## src/rtl/corr_predictor.sv

```systemverilog
module corr_predictor #(
  parameter int SET_BITS  = 6,
  parameter int HIST_BITS = 2
) (
  input  logic                clk,
  input  logic                rst_n,
  input  logic [SET_BITS-1:0] lk_pc,
  output logic                lk_taken,
  input  logic                up_valid,
  input  logic [SET_BITS-1:0] up_pc,
  input  logic                up_taken
);
  localparam int IDX_W = SET_BITS + HIST_BITS;
  localparam int DEPTH = 1 << IDX_W;
  localparam int GW    = (HIST_BITS > 0) ? HIST_BITS : 1;

  logic [GW-1:0]    ghr;
  logic [1:0]       cnt [DEPTH];
  logic [IDX_W-1:0] lk_idx, up_idx;
  logic [1:0]       up_cnt, up_nxt;

  generate
    if (HIST_BITS > 0) begin : g_hist
      assign lk_idx = {lk_pc, ghr};
      assign up_idx = {up_pc, ghr};
      always_ff @(posedge clk or negedge rst_n)
        if (!rst_n)        ghr <= '0;
        else if (up_valid) ghr <= (ghr << 1) | GW'(up_taken);
    end else begin : g_flat
      assign lk_idx = lk_pc;
      assign up_idx = up_pc;
      assign ghr    = '0;
    end
  endgenerate

  assign lk_taken = cnt[lk_idx][1];
  assign up_cnt   = cnt[up_idx];

  always_comb begin
    up_nxt = up_cnt;
    if (up_taken && up_cnt != 2'b11)       up_nxt = up_cnt + 2'b01;
    else if (!up_taken && up_cnt != 2'b00) up_nxt = up_cnt - 2'b01;
  end

  always_ff @(posedge clk or negedge rst_n)
    if (!rst_n) begin
      for (int i = 0; i < DEPTH; i++) cnt[i] <= 2'b01;
    end else if (up_valid) begin
      cnt[up_idx] <= up_nxt;
    end
endmodule


```

## config.mk

```make
export PLATFORM = sky130hd
export DESIGN_NAME = corr_predictor
export DESIGN_NICKNAME = d
export VERILOG_FILES = /design/src/rtl/corr_predictor.sv
export SDC_FILE = /design/constraint.sdc
export NUM_CORES = 1
export LEC_CHECK = 0
export ABC_AREA = 1
export ABC_CLOCK_PERIOD_IN_PS = 4400
export CAP_MARGIN = 10
export CELL_PAD_IN_SITES_DETAIL_PLACEMENT = 0
export CELL_PAD_IN_SITES_GLOBAL_PLACEMENT = 2
export CORE_ASPECT_RATIO = 2
export CORE_MARGIN = 2
export CORE_UTILIZATION = 40
export DETAILED_ROUTE_END_ITERATION = 12
export DONT_BUFFER_PORTS = 1
export PLACE_DENSITY_LB_ADDON = 0.1
export SYNTH_ARGS = -nofsm -noshare
export SYNTH_HDL_FRONTEND = slang
export SYNTH_SLANG_ARGS = --single-unit
```

## constraint.sdc

```tcl
create_clock -name clk -period 4.4 [get_ports clk]
set_clock_uncertainty 0.1 [all_clocks]
set_input_delay 0.44 -clock clk [delete_from_list [all_inputs] [get_ports clk]]
set_output_delay 0.44 -clock clk [all_outputs]
set_load 0.05 [all_outputs]
```

# Word level (Yosys, flattened, before mapping)
# Index checks and enable logic that the tools add are counted.
op_classes:
  order_cmp: 3
  reduce_logical: 5
  addsub: 2
  muxes: 11
  bitwise_logic: 3
  n_eq_ne: 1
ops:
  columns: ["cell", "n"]
  rows:
  - ["512-bit bitwise mux", 1]
  - ["2-bit binary-select mux with 8-bit select", 2]
  - ["9-bit greater-or-equal comparator (second input constant)", 2]
  - ["8-bit NOT with 9-bit output", 2]
  - ["2-bit demux with 8-bit select", 1]
  - ["2-bit two-way mux", 7]
  - ["9-bit by 1-bit less-than comparator with 1-bit output (second input constant)", 1]
  - ["1-bit logical AND", 3]
  - ["2-bit by 1-bit adder with 2-bit output (second input constant)", 1]
  - ["2-bit inequality test (second input constant)", 1]
  - ["2-bit by 1-bit bitwise OR with 2-bit output", 1]
  - ["2-bit nonzero test", 1]
  - ["2-bit by 1-bit subtractor with 2-bit output (second input constant)", 1]
  - ["1-bit logical NOT", 1]
totals:
  out_inout_bits: 1
  regBits: 514
  wordCells: 282
  input_bits: 16

# Logic depth before layout (Yosys ltp)
# Gate-level depths: netlist (run 1).
depth:
  word_depth: 9
  ltp_mapped: 26
  ltp_nobuf: 22

# Worst setup path after synthesis (run 1)
# No wires, ideal clock.
synth_path:
  kind: "register to register"
  start: "reg ghr[0]"
  end: "reg cnt[483] in the netlist's numbering"
  period_less_slack_ps: 2910
  stages_incl_launch_ff: 23
  arrival_time_ps: 2745
  required_ps: 4235
  slack_ps: 1490
  path_buffers: 5
  setup_ps: 65
  path_cell_list: "dfrtp_1 -> buf_4 -> nor2_1 -> buf_2 -> buf_2 -> nand2_1 -> nand3_1 -> nand2_1 -> nand2_1 -> nor2_1 -> nor2_1 -> nor2_1 -> nand2_1 -> nand2_1 -> nand2_1 -> nor2_1 -> ha_1 -> inv_1 -> nand2_1 -> clkbuf_1 -> clkbuf_1 -> nand3_1 -> nand2_1"
synth_between:
  elab_chain_len: 9
  elab_cells_between_ends: 18
  cone_classes: "add/sub: 2; order compare: 2; eq/ne: 1; mux: 8; bitwise: 1; reduce/logical: 4"
synth_lines:
  columns: ["item", "line_no", "source"]
  rows:
  - ["from (decl)", "17", "logic [GW-1:0] ghr;"]
  - ["from (signal assigned)", "28", "else if (up_valid) ghr <= (ghr << 1) | GW'(up_taken);"]
  - ["8-bit NOT with 9-bit output (not written as such) *", "37, 49", null]
  - ["parallel branches: the longest is 7 deep, another holds 2-bit by 1-bit subtractor with 2-bit output", null, null]
  - ["512-bit bitwise mux *", "49", "cnt[up_idx] <= up_nxt;"]
  - ["to (signal, indexed assignment)", "49", null]
  - ["to (decl)", "18", "logic [1:0] cnt [DEPTH];"]
# Every way passes the cells marked *. The select of a mux whose other input is x is not followed.
# A chain may end at the register's enable or synchronous reset.

# Worst setup path after layout (run 1)
layout_path:
  start: "reg ghr[1]"
  end: "reg cnt[22] in the netlist's numbering"
# The elaborated chain is that of the path after synthesis.

==> results of run 1 <==
[sequential cells by signal, indices dropped and copies added (netlist names)]
register and cells:
cnt 512, ghr 2
[worst min path at each step]
stage | startpoint | to | slack, ns | cells past startpoint
floorplan | rst_n | cnt[101]$_DFFE_PN0P_ | 0.04 | 0
global placement | rst_n | cnt[501]$_DFFE_PN0P_ | 0.06 | 0
detailed placement | rst_n | cnt[511]$_DFFE_PN0P_ | 0.06 | 0
CTS | rst_n | cnt[511]$_DFFE_PN0P_ | -0.62 | 0
global route | up_taken | cnt[29]$_DFFE_PN0P_ | 0.35 | 6
finish | up_taken | cnt[29]$_DFFE_PN0P_ | 0.30 | 6
[cell families (layout without fill, tap and decap cells)]
| logic type | Yosys count | in the layout | synth area share |
|---|---|---|---|
| compound gates | 76 | 76 | 0.0154 |
| simple gates | 3038 | 3038 | 0.436 |
| fa+ha+maj | 2 | 2 | 0.000877 |
| buf+inv | 590 | 552 | 0.0852 |
| flops | 514 | 514 | 0.462 |
[where the power goes]
part	internal, mW	switching [mW]
Sequential	5.06	0.140
Combinational	0.453	1.34
Clock	2.81	2.09
Total	8.33	3.57
[layer usage]
metal,vias up,global-route usage
li1,12988,-
met1,13799,0.407
met2,759,0.568
met3,262,0.0350
met4,0,0.178
met5,-,0
[worst max-delay path: stages (launching register included)]
cell and delay, ns:
dfrtp_2 0.55, clkinv_2 0.15, buf_4 0.37, nand2_1 0.23, nand3_1 0.16, nand2_1 0.10, nand2_1 0.05, nor2_1 0.12
nor2_1 0.05, nor2_1 0.31, nand2_1 0.10, nand2_1 0.07, nand2_1 0.07, nor2_1 0.16, ha_1 0.17, nor2_1 0.05
nor2_1 0.21, inv_1 0.15, nand2_8 0.22, buf_12 0.28, nand3_1 0.12, nand2_1 0.09
[layout by cell type (no fill, tap or decap), drive strengths merged, types with 6 or more instances in the layout]
master and n:
dfrtp 258, buf 114, clkbuf 79, a21oi 6, nand2 2004, inv 334, o221ai 11, dfstp 256
nor2 265, bufinv 6, clkinv 15, nand3 548, nand4 60, nor3 160, o21ai 49
[per-stage QoR]
step / area [sq um] / hold WS (ns)
after floorplan: 28500 / 0.0444
after global placement: 30100 / 0.0557
after detailed placement: 30100 / 0.0583
after CTS: 31900 / -0.616
after global routing: 32000 / 0.346
final: 32000 / 0.299
[timing repair]
| item | CTS | global route |
|---|---|---|
| endpoints found under the hold margin | 516 | 118 |
| setup buffers | 0 | 0 |
| hold buffers | 2 | 2 |
[layout make-up]
class                      instances  area, sq um
fill                            7580        38600
sequential                       514        13200
multi-input combinational       3116        13000
timing repair buffer             117         1580
clock buffer                      79         1570
inverter                         339         1280
tap                              910         1140
clock inverter                    17          238
==> flow_summary.json, run 1 <==
{
  "clk_latency_ns": 0.64,
  "clock_sinks": 514,
  "syn-cell-area_sq_mm": 0.0285,
  "wl_met1_mm": 48.0,
  "cp-end-kind": "register",
  "p_total_mw": 11.9,
  "p_leak_nw": 15.4,
  "synth_top_area_cell": "nand2_1",
  "finalNonFillerCells": 5092,
  "worstRegToRegCells": 21,
  "status": "finished clean",
  "area_growth_pct": 12.1,
  "power_density_mw_per_mm2": 372,
  "yosysMostFrequentCell": "nand2_1",
  "critPathLaunchType": "register",
  "synthTopCellsByArea": "nand2_1, dfstp_2, dfrtp_1",
  "synth.avg_cell_area_sq_um": 6.76,
  "hpwl_mm": 76.2,
  "synth.cells.most_frequent": "nand2_1, nand3_1, inv_1, nor2_1, dfrtp_1",
  "root_buffer": "clkbuf_16",
  "route.met2.wl_mm": 60.0,
  "regToRegSetupSlack_ns": 0.31,
  "top_layer": "met4",
  "worst_pin_slew_ns": 1.47,
  "setup-tns-final_ns": 0,
  "dr.pass1.iters": 5,
  "critical_path_class": "register to register",
  "initial_utilization": 0.404,
  "cp-endpoint": "cnt[22]$_DFFE_PN1P_",
  "ir_drop_uv": 347,
  "antenna_found_initial": 0,
  "synthArstFlopShare": 1.00,
  "min_period_ns": 4.09,
  "synth_flop_cell": "dfrtp_1",
  "dieArea_sq_mm": 0.0736,
  "dpl_worst_slack_ns": 0.398,
  "cts_tree": "built",
  "drive_above_1_share": 0.113,
  "yosysTopAreaCellShare": 0.263,
  "rows": 138,
  "place.gp.congestion": 0.890,
  "rr_endpoint": "cnt[22]$_DFFE_PN1P_",
  "critPathArrivalTime_ns": 4.56,
  "synth_cell_types": 24,
  "ys_ff_latch": 514,
  "clockBufferDepth": 3,
  "maxSlewHeadroom": 0.0204,
  "timing.final.hold_violations": 0,
  "drt_wl_total_mm": 121,
  "dr.first_iter.drc_count": 2022,
  "dp.cells": 4990,
  "grt_start_max_net_pins": 515,
  "detail_route.vias_per_cell": 5.46,
  "synthCells": 4220,
  "max-cap-violations": 0,
  "grt_pass1_vias": 28260,
  "hold_path.class": "input port to register",
  "diodes": 0,
  "grt.overflow.total": 0,
  "core_area_sq_mm": 0.0706,
  "path_max_fanout": 53,
  "port_buffers": 0,
  "path_clk_slew_ns": 0.07,
  "yosysSeqAreaShare": 0.462,
  "reg2reg_from": "ghr[1]$_DFFE_PN0P_",
  "grtUsageTotal": 0.332,
  "tritoncts.num_buffers": 52,
  "vias": 27808,
  "synthesis.nets": 4238,
  "wl_met3_mm": 5.70,
  "htree_levels": 2,
  "required_ns": 4.86,
  "ios": 17,
  "nets": 4158,
  "grt_pass1_wl_mm": 181,
  "slew_violations": 0,
  "dieHeight_um": 382,
  "rsz0062_at_grt": "false",
  "drt-wirelength-per-cell_um": 23.8,
  "die_w_um": 193,
  "fin_crit_sh": 0.930,
  "final_core_util": 0.453,
  "max_freq_ghz": 0.244,
  "ant_nets": 0,
  "startpoint": "ghr[1]$_DFFE_PN0P_",
  "ys_warn_count": 0,
  "setup_viol": 0,
  "synth_edf_count": 0,
  "post_cts_resized": 0,
  "fin_ws_ns": 0.307,
  "drc_errors": 0
}
Power figures use the tool's default switching activity.
==> run 2: changes to the inputs <==
--- a/config.mk
+++ b/config.mk
@@ -5,7 +5,6 @@
 export SDC_FILE = /design/constraint.sdc
 export NUM_CORES = 1
 export LEC_CHECK = 0
-export ABC_AREA = 1
 export ABC_CLOCK_PERIOD_IN_PS = 4400
 export CAP_MARGIN = 10
 export CELL_PAD_IN_SITES_DETAIL_PLACEMENT = 0
@@ -16,6 +15,7 @@
 export DETAILED_ROUTE_END_ITERATION = 12
 export DONT_BUFFER_PORTS = 1
 export PLACE_DENSITY_LB_ADDON = 0.1
+export RECOVER_POWER = 100
 export SYNTH_ARGS = -nofsm -noshare
 export SYNTH_HDL_FRONTEND = slang
 export SYNTH_SLANG_ARGS = --single-unit
==> run 2 against run 1 <==
The run now ends with negative hold slack, max-slew violations, negative setup slack left. Clock-buffer cell count is 3 higher. Cell count shrank 38%. Clock power down 9.6%. Sequential power up 6.0%. Non-clock buffer count increased by 58. Critical path depth down 13. Die area down 10%. Flip-flop and latch count stayed put. Combinational power grew 46%. Synthesized area decreased by 11%. Worst setup slack worse by 0.41 ns. Critical endpoint is now lk_taken.
==> flow_summary.json, run 2 <==
{
  "status": "finished, violations left",
  "violations": "negative hold slack, max-slew violations, negative setup slack",
  "drt-wirelength-per-cell_um": 25.5,
  "htree_levels": 2,
  "synth.cells.most_frequent": "nand2_1, dfrtp_1, o21ai_0, dfstp_2, o21ai_2",
  "root_buffer": "clkbuf_16",
  "cp_slowest_stage_delay_ns": 0.66,
  "required_ns": 3.86,
  "min_period_ns": 4.50,
  "critPathArrivalTime_ns": 3.96,
  "grt.overflow.total": 0,
  "route.met2.wl_mm": 40.7,
  "synth_top_family_by_area": "multiplexers",
  "max-cap-violations": 0,
  "synth_flop_cell": "dfrtp_1",
  "wl_met3_mm": 2.88,
  "cp_num_cells": 8,
  "worst_pin_slew_ns": 2.30,
  "maxSlewHeadroom": -0.531,
  "core_area_sq_mm": 0.0634,
  "vias": 17285,
  "die_w_um": 183,
  "yosysSeqAreaShare": 0.517,
  "cp_slowest_cell": "mux4_2",
  "hold_slack_ns": -0.582,
  "ant_nets": 0,
  "clockBufferDepth": 3,
  "largest-register": "cnt",
  "antenna_found_initial": 0,
  "drc_errors": 0,
  "grt_pass1_wl_mm": 120,
  "max_freq_ghz": 0.222,
  "tritoncts.num_buffers": 51,
  "diodes": 0,
  "yosysMostFrequentCell": "nand2_1",
  "detail_route.vias_per_cell": 5.43,
  "synthTopCellsByArea": "dfstp_2, dfrtp_1, mux4_2",
  "multi_input_area_sq_mm": 0.0115,
  "layout_commonest_cell": "nand2_1",
  "p_leak_nw": 11.8,
  "fin_ws_ns": -0.103,
  "cp_common_cell": "mux4_2",
  "cts_hold_buffers": 5,
  "synth_xor_area_frac": 0.000638,
  "synth.area.mux_share": 0.167,
  "grtUsageTotal": 0.247,
  "final_core_util": 0.473,
  "setup_viol": 1,
  "dieHeight_um": 361,
  "drt_wl_total_mm": 81.1,
  "dr.first_iter.drc_count": 1110,
  "hpwl_mm": 50.3,
  "dieArea_sq_mm": 0.0659,
  "cts_tree": "built",
  "fin_area_sq_mm": 0.0300,
  "ys_ff_latch": 514,
  "synth_cell_types": 47,
  "dr.pass1.iters": 5,
  "syn-cell-area_sq_mm": 0.0255,
  "synthArstFlopShare": 1.00,
  "path_cells": "buf_6, buf_12, buf_16, buf_8, mux4_2, mux4_2, mux4_2, mux4_2",
  "fillers": 5827,
  "top_layer": "met4",
  "path_max_fanout": 7,
  "final_cell_mix": "nand2_1, dfstp_2, dfrtp_1, o21ai_2, o21ai_0",
  "ios": 17,
  "yosysTopAreaCellShare": 0.264,
  "path_delay_family": "multiplexers",
  "grt_start_max_net_pins": 515,
  "synth_edf_count": 0,
  "yosys.area_share.simple": 0.128,
  "clock_sinks": 514,
  "dpl_cell_area_sq_mm": 0.0268,
  "fin_crit_sh": 1.02,
  "synthesis.nets": 2271,
  "critPathLaunchType": "register",
  "synth.avg_cell_area_sq_um": 11.3,
  "seq_area_sq_mm": 0.0132,
  "nets": 2359,
  "dpl_worst_slack_ns": -0.371,
  "initial_utilization": 0.402,
  "timing.final.hold_violations": 288,
  "synth_top_area_cell": "dfstp_2",
  "critical_path_class": "register to output pin",
  "place.gp.congestion": 0.793,
  "area_growth_pct": 17.7,
  "path_clk_slew_ns": 0.07,
  "synth_compound_area_frac": 0.140,
  "power_density_mw_per_mm2": 419,
  "grt_pass1_vias": 17797,
  "synth_fa_ha_area_frac": 0.000981,
  "ir_drop_uv": 310,
  "largest_reg_flops": 512,
  "clk_latency_ns": 0.62,
  "drive_above_1_share": 0.415,
  "port_buffers": 0,
  "ys_warn_count": 0,
  "hold_path.class": "input port to asynchronous set/reset pin",
  "worstRegToRegCells": 18,
  "path_buf_inv": 4,
  "synthCells": 2253,
  "wl_met1_mm": 34.5,
  "rsz0062_at_grt": "true",
  "largestRegisters": "cnt: 512 flops, ghr: 2 flops",
  "slew_violations": 274,
  "cp-end-kind": "output pin",
  "rows": 131
}
-- run 2: cells by family after synthesis --
| family | after synthesis |
|---|---|
| buffers and inverters | 149 |
| adders and majority gates | 2 |
| AOI/OAI and AO/OA | 540 |
| xor gates and xnor gates | 1 |
| DFF | 514 |
| muxes | 197 |
| and+or+nand+nor | 850 |
-- run 2: path summary, 6_finish.rpt --
kind / startpoint / to / slack (ns)
worst max-delay path: ghr[0]$_DFFE_PN0P_ / lk_taken / -0.10
worst min-delay path: rst_n / cnt[405]$_DFFE_PN0P_ / -0.58
worst max register to register: ghr[0]$_DFFE_PN0P_ / cnt[275]$_DFFE_PN0P_ / 0.01
worst min register to register: cnt[506]$_DFFE_PN1P_ / cnt[506]$_DFFE_PN1P_ / 0.36
max in group asynchronous: rst_n / cnt[339]$_DFFE_PN0P_ / 2.97
min in group clk: up_pc[5] / cnt[480]$_DFFE_PN1P_ / 0.05
-- run 2: stage by stage --
step                TNS, ns  std cells  power [mW]  hold slack [ns]
floorplan                 0       2253        7.03           0.0444
global placement    -111.95       3024        7.63           0.0643
detailed placement   -80.03       3024        7.65           0.0670
CTS                   -4.37       3148        12.3           -0.597
global route         -15.88       3181        13.1           -0.609
finish               -0.103       3181        12.6           -0.582
-- run 2: power by group --
| part | total (mW) | internal (mW) | leakage (nW) | switching (mW) |
|---|---|---|---|---|
| Clock | 4.43 | 2.46 | 0.829 | 1.97 |
| Sequential | 5.51 | 5.27 | 6.19 | 0.233 |
| Combinational | 2.62 | 1.28 | 4.74 | 1.34 |
-- run 2: timing repair --
| item | 4_1_cts | 5_1_grt |
|---|---|---|
| buffers inserted | 17 | 13 |
| setup endpoints to repair | 499 | 389 |
| resized for setup | 38 | 100 |
| hold endpoints to repair | 519 | 472 |
| pin swaps | 3 | 9 |
| gates cloned | 7 | 24 |
-- run 2: worst register-to-register path: stages, from the launching register on --
cell and delay (ns):
dfrtp_4 0.52, buf_6 0.14, buf_12 0.15, buf_16 0.16, buf_6 0.13, mux4_2 0.42
mux4_2 0.50, mux4_2 0.54, mux2i_4 0.23, a21oi_2 0.11, inv_1 0.09, ha_4 0.15
nor2_4 0.05, a211oi_4 0.24, o32ai_4 0.13, buf_12 0.19, clkbuf_16 0.21, buf_16 0.16
o21ai_2 0.12
-- run 2: metal layers --
metal,GRT usage,vias up
li1,-,8181
met1,0.326,8690
met2,0.416,302
met3,0.0355,112
met4,0.0881,0
met5,0,-
-- run 2: cell type report --
type	count	share of cell area
tap	798	0.0333
sequential	514	0.440
clock inverter	13	0.00229
inverter	9	0.00113
clock buffer	82	0.0528
multi-input combinational	1590	0.384
timing repair buffer	175	0.0870
